<file path="src/rtl/wtc_pkg.sv">
package wtc_pkg;
  typedef enum logic [2:0] {
    S_IDLE,
    S_LOOK,
    S_FILL,
    S_FINISH,
    S_WRITE
  } wtc_state_e;
endpackage

</file>
<file path="src/rtl/wtc_line_store.sv">
module wtc_line_store #(
  parameter int DATA_W = 32,
  parameter int TAG_W  = 11,
  parameter int LINES  = 2,
  parameter int WORDS  = 4,
  parameter int IDX_W  = 1,
  parameter int WSEL_W = 2
) (
  input  logic              clk,
  input  logic              rst_n,
  input  logic [IDX_W-1:0]  rd_idx,
  input  logic [WSEL_W-1:0] rd_word,
  output logic [DATA_W-1:0] rd_data,
  output logic [TAG_W-1:0]  rd_tag,
  output logic              rd_valid,
  input  logic              wr_en,
  input  logic [IDX_W-1:0]  wr_idx,
  input  logic [WSEL_W-1:0] wr_word,
  input  logic [DATA_W-1:0] wr_data,
  input  logic              tag_set,
  input  logic              tag_clr,
  input  logic [IDX_W-1:0]  tag_idx,
  input  logic [TAG_W-1:0]  tag_val
);
  logic [DATA_W-1:0] data_q [LINES][WORDS];
  logic [TAG_W-1:0]  tag_q  [LINES];
  logic [LINES-1:0]  valid_q;

  always_ff @(posedge clk) begin
    if (wr_en) data_q[wr_idx][wr_word] <= wr_data;
  end

  always_ff @(posedge clk) begin
    if (!rst_n) begin
      valid_q <= '0;
      for (int i = 0; i < LINES; i++) tag_q[i] <= '0;
    end else if (tag_set) begin
      valid_q[tag_idx] <= 1'b1;
      tag_q[tag_idx]   <= tag_val;
    end else if (tag_clr) begin
      valid_q[tag_idx] <= 1'b0;
    end
  end

  assign rd_data  = data_q[rd_idx][rd_word];
  assign rd_tag   = tag_q[rd_idx];
  assign rd_valid = valid_q[rd_idx];

  p_tag_excl_r7: assert property (@(posedge clk) disable iff (!rst_n)
    !(tag_set && tag_clr));
  p_set_valid_r6: assert property (@(posedge clk) disable iff (!rst_n)
    tag_set |=> valid_q[$past(tag_idx)]);
endmodule

</file>
<file path="src/rtl/wtc_sat_cnt.sv">
module wtc_sat_cnt #(
  parameter int W = 8
) (
  input  logic         clk,
  input  logic         rst_n,
  input  logic         inc,
  output logic [W-1:0] count
);
  localparam logic [W-1:0] MAXV = '1;

  always_ff @(posedge clk) begin
    if (!rst_n) count <= '0;
    else if (inc && count != MAXV) count <= count + 1'b1;
  end

  p_sat_hold_r10: assert property (@(posedge clk) disable iff (!rst_n)
    count == MAXV |=> count == MAXV);
  p_step_r10: assert property (@(posedge clk) disable iff (!rst_n)
    (inc && count != MAXV) |=> count == W'($past(count) + 1'b1));
endmodule

</file>
<file path="src/rtl/wtc_ctrl.sv">
module wtc_ctrl
  import wtc_pkg::*;
#(
  parameter int ADDR_W = 16,
  parameter int DATA_W = 32,
  parameter int WORDS  = 4,
  parameter int TAG_W  = 11,
  parameter int IDX_W  = 1,
  parameter int WSEL_W = 2
) (
  input  logic              clk,
  input  logic              rst_n,
  input  logic              req_valid,
  output logic              req_ready,
  input  logic              req_we,
  input  logic [ADDR_W-1:0] req_addr,
  input  logic [DATA_W-1:0] req_wdata,
  output logic              rsp_valid,
  output logic              rsp_hit,
  output logic              rsp_we,
  output logic              mem_req,
  output logic              mem_we,
  output logic [ADDR_W-1:0] mem_addr,
  output logic [DATA_W-1:0] mem_wdata,
  input  logic              mem_ack,
  input  logic [DATA_W-1:0] mem_rdata,
  output logic [IDX_W-1:0]  rd_idx,
  output logic [WSEL_W-1:0] rd_word,
  input  logic [TAG_W-1:0]  rd_tag,
  input  logic              rd_valid,
  output logic              wr_en,
  output logic [IDX_W-1:0]  wr_idx,
  output logic [WSEL_W-1:0] wr_word,
  output logic [DATA_W-1:0] wr_data,
  output logic              tag_set,
  output logic              tag_clr,
  output logic [IDX_W-1:0]  tag_idx,
  output logic [TAG_W-1:0]  tag_val
);
  localparam int OFF_W = WSEL_W + 2;
  localparam logic [WSEL_W-1:0] LAST_W = WSEL_W'(WORDS - 1);

  wtc_state_e        state;
  logic [ADDR_W-1:0] addr_q;
  logic [DATA_W-1:0] wdata_q;
  logic              we_q;
  logic              hit_q;
  logic [WSEL_W-1:0] fill_cnt;

  logic [TAG_W-1:0]  tag_a;
  logic [IDX_W-1:0]  idx_a;
  logic [WSEL_W-1:0] word_a;
  logic              hit;

  assign tag_a  = addr_q[ADDR_W-1 -: TAG_W];
  assign idx_a  = addr_q[OFF_W +: IDX_W];
  assign word_a = addr_q[2 +: WSEL_W];
  assign hit    = rd_valid && (rd_tag == tag_a);

  assign rd_idx    = idx_a;
  assign rd_word   = word_a;
  assign wr_idx    = idx_a;
  assign tag_idx   = idx_a;
  assign tag_val   = tag_a;
  assign req_ready = (state == S_IDLE);
  assign rsp_we    = we_q;
  assign mem_wdata = wdata_q;

  always_comb begin
    mem_req  = 1'b0;
    mem_we   = 1'b0;
    mem_addr = addr_q;
    wr_en    = 1'b0;
    wr_word  = word_a;
    wr_data  = wdata_q;
    tag_set  = 1'b0;
    tag_clr  = 1'b0;
    unique case (state)
      S_LOOK: begin
        if (hit && we_q) wr_en = 1'b1;
        if (!hit) tag_clr = 1'b1;
      end
      S_FILL: begin
        mem_req  = 1'b1;
        mem_addr = {tag_a, idx_a, fill_cnt, 2'b00};
        if (mem_ack) begin
          wr_en   = 1'b1;
          wr_word = fill_cnt;
          wr_data = mem_rdata;
          tag_set = (fill_cnt == LAST_W);
        end
      end
      S_FINISH: wr_en = we_q;
      S_WRITE: begin
        mem_req = 1'b1;
        mem_we  = 1'b1;
      end
      default: ;
    endcase
  end

  assign rsp_valid = (state == S_LOOK && hit && !we_q)
                   || (state == S_FINISH && !we_q)
                   || (state == S_WRITE && mem_ack);
  assign rsp_hit   = (state == S_LOOK) ? hit : hit_q;

  always_ff @(posedge clk) begin
    if (!rst_n) begin
      state    <= S_IDLE;
      addr_q   <= '0;
      wdata_q  <= '0;
      we_q     <= 1'b0;
      hit_q    <= 1'b0;
      fill_cnt <= '0;
    end else begin
      unique case (state)
        S_IDLE: if (req_valid) begin
          addr_q  <= req_addr;
          wdata_q <= req_wdata;
          we_q    <= req_we;
          state   <= S_LOOK;
        end
        S_LOOK: begin
          hit_q    <= hit;
          fill_cnt <= '0;
          if (!hit)     state <= S_FILL;
          else if (we_q) state <= S_WRITE;
          else          state <= S_IDLE;
        end
        S_FILL: if (mem_ack) begin
          fill_cnt <= fill_cnt + 1'b1;
          if (fill_cnt == LAST_W) state <= S_FINISH;
        end
        S_FINISH: state <= we_q ? S_WRITE : S_IDLE;
        S_WRITE: if (mem_ack) state <= S_IDLE;
        default: state <= S_IDLE;
      endcase
    end
  end

  p_ready_back_r8: assert property (@(posedge clk) disable iff (!rst_n)
    rsp_valid |=> req_ready);
  p_strobe_r9: assert property (@(posedge clk) disable iff (!rst_n)
    rsp_valid |=> !rsp_valid);
  p_idle_quiet_r8: assert property (@(posedge clk) disable iff (!rst_n)
    req_ready |-> !mem_req);
  p_req_hold_r4: assert property (@(posedge clk) disable iff (!rst_n)
    (mem_req && !mem_ack) |=> (mem_req && $stable(mem_addr) && $stable(mem_we)));
  p_fill_order_r4: assert property (@(posedge clk) disable iff (!rst_n)
    (state == S_FILL && mem_ack && fill_cnt != LAST_W)
      |=> mem_addr == ADDR_W'($past(mem_addr) + 4));
endmodule

</file>
<file path="src/rtl/dm_wt_cache.sv">
module dm_wt_cache #(
  parameter int ADDR_W = 16,
  parameter int DATA_W = 32,
  parameter int WORDS  = 4,
  parameter int LINES  = 2,
  parameter int CNT_W  = 8
) (
  input  logic              clk,
  input  logic              rst_n,
  input  logic              req_valid,
  output logic              req_ready,
  input  logic              req_we,
  input  logic [ADDR_W-1:0] req_addr,
  input  logic [DATA_W-1:0] req_wdata,
  output logic              rsp_valid,
  output logic              rsp_hit,
  output logic [DATA_W-1:0] rsp_rdata,
  output logic              mem_req,
  output logic              mem_we,
  output logic [ADDR_W-1:0] mem_addr,
  output logic [DATA_W-1:0] mem_wdata,
  input  logic              mem_ack,
  input  logic [DATA_W-1:0] mem_rdata,
  output logic [CNT_W-1:0]  cnt_rd_hit,
  output logic [CNT_W-1:0]  cnt_rd_miss,
  output logic [CNT_W-1:0]  cnt_wr_hit,
  output logic [CNT_W-1:0]  cnt_wr_miss
);
  localparam int WSEL_W = $clog2(WORDS);
  localparam int IDX_W  = $clog2(LINES);
  localparam int OFF_W  = WSEL_W + 2;
  localparam int TAG_W  = ADDR_W - OFF_W - IDX_W;
  localparam int KINDS  = 4;

  logic              rsp_we;
  logic [IDX_W-1:0]  rd_idx, wr_idx, tag_idx;
  logic [WSEL_W-1:0] rd_word, wr_word;
  logic [TAG_W-1:0]  rd_tag, tag_val;
  logic              rd_valid, wr_en, tag_set, tag_clr;
  logic [DATA_W-1:0] wr_data;
  logic [CNT_W-1:0]  cnt_v [KINDS];

  wtc_ctrl #(
    .ADDR_W(ADDR_W), .DATA_W(DATA_W), .WORDS(WORDS),
    .TAG_W(TAG_W), .IDX_W(IDX_W), .WSEL_W(WSEL_W)
  ) u_ctrl (
    .clk(clk), .rst_n(rst_n),
    .req_valid(req_valid), .req_ready(req_ready), .req_we(req_we),
    .req_addr(req_addr), .req_wdata(req_wdata),
    .rsp_valid(rsp_valid), .rsp_hit(rsp_hit), .rsp_we(rsp_we),
    .mem_req(mem_req), .mem_we(mem_we), .mem_addr(mem_addr),
    .mem_wdata(mem_wdata), .mem_ack(mem_ack), .mem_rdata(mem_rdata),
    .rd_idx(rd_idx), .rd_word(rd_word), .rd_tag(rd_tag), .rd_valid(rd_valid),
    .wr_en(wr_en), .wr_idx(wr_idx), .wr_word(wr_word), .wr_data(wr_data),
    .tag_set(tag_set), .tag_clr(tag_clr), .tag_idx(tag_idx), .tag_val(tag_val)
  );

  wtc_line_store #(
    .DATA_W(DATA_W), .TAG_W(TAG_W), .LINES(LINES), .WORDS(WORDS),
    .IDX_W(IDX_W), .WSEL_W(WSEL_W)
  ) u_store (
    .clk(clk), .rst_n(rst_n),
    .rd_idx(rd_idx), .rd_word(rd_word), .rd_data(rsp_rdata),
    .rd_tag(rd_tag), .rd_valid(rd_valid),
    .wr_en(wr_en), .wr_idx(wr_idx), .wr_word(wr_word), .wr_data(wr_data),
    .tag_set(tag_set), .tag_clr(tag_clr), .tag_idx(tag_idx), .tag_val(tag_val)
  );

  for (genvar g = 0; g < KINDS; g++) begin : g_cnt
    logic bump;
    assign bump = rsp_valid && ({rsp_we, !rsp_hit} == 2'(g));
    wtc_sat_cnt #(.W(CNT_W)) u_cnt (
      .clk(clk), .rst_n(rst_n), .inc(bump), .count(cnt_v[g])
    );
  end

  assign cnt_rd_hit  = cnt_v[0];
  assign cnt_rd_miss = cnt_v[1];
  assign cnt_wr_hit  = cnt_v[2];
  assign cnt_wr_miss = cnt_v[3];
endmodule

</file>
<file path="config.mk">
export PLATFORM = sky130hd
export DESIGN_NAME = dm_wt_cache
export DESIGN_NICKNAME = d
export VERILOG_FILES = /design/src/rtl/wtc_pkg.sv /design/src/rtl/wtc_line_store.sv /design/src/rtl/wtc_sat_cnt.sv /design/src/rtl/wtc_ctrl.sv /design/src/rtl/dm_wt_cache.sv
export SDC_FILE = /design/constraint.sdc
export NUM_CORES = 1
export LEC_CHECK = 0
export ABC_CLOCK_PERIOD_IN_PS = 5100
export BUFFER_PORTS_ARGS = -buffer_cell sky130_fd_sc_hd__buf_2
export CAP_MARGIN = 40
export CORE_ASPECT_RATIO = 2
export CORE_UTILIZATION = 32
export CTS_CLUSTER_DIAMETER = 80
export DETAILED_ROUTE_END_ITERATION = 7
export HOLD_SLACK_MARGIN = 0.1
export PLACE_DENSITY_LB_ADDON = 0.08
export SYNTH_ARGS = -nofsm -noshare
export SYNTH_HDL_FRONTEND = slang
export SYNTH_SLANG_ARGS = --single-unit
</file>
<file path="constraint.sdc">
create_clock -name clk -period 5.1 [get_ports clk]
set_input_delay 0.51 -clock clk [delete_from_list [all_inputs] [get_ports clk]]
set_output_delay 0.51 -clock clk [all_outputs]
set_load 0.02 [all_outputs]
</file>
==> impl_metrics.tcl <==
set metrics [dict create \
    status "complete, no violations" \
    cts_buffers 37 \
    grt_pass1_wl_mm 59.2 \
    setup-tns-final_ns 0 \
    final_layout_size_suffix_gt1_share_pct 27.5 \
    drc 0 \
    clkTransAtPathRegs_ns 0.06 \
    period_share_pct 75.2 \
    hold_violations 0 \
    ir_worst_vdd_mv 0.216 \
    drtIter0Drc 420 \
    drv_cap 0 \
    finClkSkew_ns 0.0153 \
    hpwlAfterDp_mm 24.7 \
    synth_edf_count 278 \
    cp_slowest_cell "dfxtp_4" \
    cts.sinks 368 \
    pin_count 202 \
    path_depth 6 \
    fin_nets 1396 \
    postCtsHoldBufs 0 \
    diodes 0 \
    maxSlewViolCount 0 \
    path_class "register to output pin" \
    slowest_delay_ns 0.84 \
    ys_ff_latch 368 \
    critical_path.cell_chain "mux2i_1 > xor2_1 > nor4b_1 > nand3_1 > o21ai_0 > buf_2" \
    cts_resized 0 \
    start_kind "register" \
    yosys_warnings 0 \
    wire_per_inst_um 19.8 \
    grt_pass1_vias 9920 \
    min_period_ns 3.83 \
    tightest_slew_ns 0.866 \
    synthDistinctLibCells 56 \
    wirelength_mm 38.8 \
    vias 9332 \
    grt_max_degree 51 \
    core_um2 46500 \
    dpl-instance-area_um2 16800 \
    fmax_ghz 0.261 \
    gp_congestion 0.735 \
    rsz0062_at_grt "no" \
    finalInstanceArea_um2 18000 \
    antenna_found_initial 3 \
    dr.pass1.iters 4 \
    syn_to_final_growth_pct 19.6 \
    core.rowCount 112 \
    initial_core_util_pct 32.3 \
    clk_latency_ns 0.53 \
    synthArstFlopShare_pct 0 \
    post_cts_buffers 0 \
    cp_top_family "simple AND/OR/NAND/NOR gates" \
    powerDensity_nw_per_um2 376 \
    die_x_um 155 \
    synth_ff_type "edfxtp_1" \
    cts_max_level 2 \
    synth_area_per_cell_um2 13.5 \
    synthCells 1115 \
    setup_viol_count_final 0 \
    crit_required_ns 4.59 \
    cts_tree "yes" \
    postRouteAntennaNets 0 \
    syn_area_um2 15000 \
    endpoint_kind "output pin" \
    yosysSeqAreaShare_pct 67.5 \
    overflow 0 \
    vias_per_cell 4.76 \
    worstPathMaxFanout 36 \
    hp-class "input pin to register" \
    critical_path_buf_inv_count 1 \
    layout_common_cells "nand2_1, edfxtp_1, buf_2, dfxtp_1, mux4_2" \
    r2r_cells 7 \
    port_buffers 201 \
    slew_headroom_pct 42.3 \
    clk_path_buf_depth 3 \
    final_common_cell "nand2_1" \
    die-area_um2 47900 \
    cellLeakagePower_nw 6.65 \
    whs_path_depth 3 \
    cp.arrival_ns 3.32 \
    die_y_um 309 \
    clockRootBuffer "clkbuf_16" \
    track_usage_pct 16.6 \
    synth_nets 1205 \
]
## sequential cells by signal, summed over array words and instances (netlist names), named ones only
| name | cells |
|---|---|
| u_store.data_q | 256 |
| g_cnt.u_cnt.count | 32 |
| u_ctrl.mem_wdata | 32 |
| u_store.tag_q | 22 |
| u_ctrl.addr_q | 16 |
| u_ctrl.state | 3 |
| u_ctrl.fill_cnt | 2 |
| u_ctrl.hit_q | 1 |
| u_ctrl.rsp_we | 1 |
## area by class of cell
type | count | area (um2)
Sequential cell | 368 | 10200
Clock buffer | 47 | 1010
Tap cell | 627 | 785
Fill cell | 4591 | 28500
Multi-Input combinational cell | 665 | 4560
Clock inverter | 20 | 205
Timing Repair Buffer | 223 | 1220
Inverter | 11 | 41.3
## where the power goes
part | switching, mW | total, mW | internal [mW] | leakage, nW
Clock | 1.16 | 2.76 | 1.61 | 0.585
Sequential | 0.0678 | 3.37 | 3.30 | 3.34
Combinational | 0.405 | 0.628 | 0.222 | 2.73
## cell usage after synthesis, types with 5 or more instances
cell type | instances | area (um2)
nor3_1 | 19 | 95.1
dfxtp_1 | 90 | 1800
o21ai_0 | 11 | 55.1
mux4_2 | 64 | 1440
nand2_1 | 314 | 1180
nor2_1 | 32 | 120
clkbuf_1 | 41 | 154
ha_1 | 5 | 62.6
buf_4 | 12 | 90.1
inv_1 | 9 | 33.8
xor2_1 | 19 | 166
edfxtp_1 | 278 | 8350
a21oi_1 | 59 | 295
xnor2_1 | 9 | 78.8
mux2i_1 | 20 | 200
and4_1 | 6 | 52.6
and2_1 | 29 | 181
nand4_1 | 10 | 62.6
nand3_1 | 16 | 80.1
buf_2 | 10 | 50.1
buf_1 | 7 | 26.3
a31oi_1 | 6 | 37.5
and3_1 | 5 | 31.3
## layer usage
| metal | vias to the layer above | share of wire (%) | global-route usage [%] |
|---|---|---|---|
| li1 | 4412 | - | - |
| met4 | 6 | 2.2 | 4.90 |
| met3 | 49 | 4.5 | 2.87 |
| met1 | 4643 | 37 | 17.9 |
| met2 | 222 | 56 | 32.5 |
| met5 | - | 0.072 | 0 |
## final timing paths
path                            slack [ns]                     startpoint                               to
worst max-delay path                  1.27                       register                          rsp_hit
worst min-delay path                  0.21                    req_addr[8]    u_ctrl.addr_q[8]$_SDFFE_PN0P_
worst max register to register        1.64                       register  u_store.data_q[0][53]$_DFFE_PP_
worst min register to register        0.46  u_ctrl.addr_q[1]$_SDFFE_PN0P_    u_ctrl.addr_q[1]$_SDFFE_PN0P_
## kinds of logic (layout without fill, tap and decap cells)
| family | count (synthesis) | in the layout | synth area share, % |
|---|---|---|---|
| buffers and inverters | 82 | 301 | 2.48 |
| DFF | 368 | 368 | 67.5 |
| muxes | 87 | 87 | 11.1 |
| xor gates and xnor gates | 28 | 28 | 1.63 |
| adders and majority gates | 5 | 5 | 0.416 |
| and+or+nand+nor | 454 | 454 | 13.2 |
| AOI/OAI and AO/OA | 91 | 91 | 3.62 |
## worst reg2reg max path, cell delays in order, from the launching register on
cell     delay, ns
dfxtp_4       0.84
mux2i_1       0.30
xor2_1        0.20
or4b_4        0.51
o31ai_4       0.27
a31oi_4       0.20
nor3_2        0.22
buf_4         0.53
## metrics by stage
stage	power, mW	cells	utilization [%]	setup WS [ns]	hold WS [ns]
final	6.76	1961	38.6	1.27	0.212
after detailed placement	4.09	1894	36.0	1.56	0.452
after CTS	6.90	1961	38.6	1.11	0.175
after global routing	7.03	1961	38.6	0.809	0.195
after floorplan	3.83	1115	-	0.602	0.432
after global placement	4.07	1891	35.9	1.58	0.440
Power figures use the tool's default switching activity.
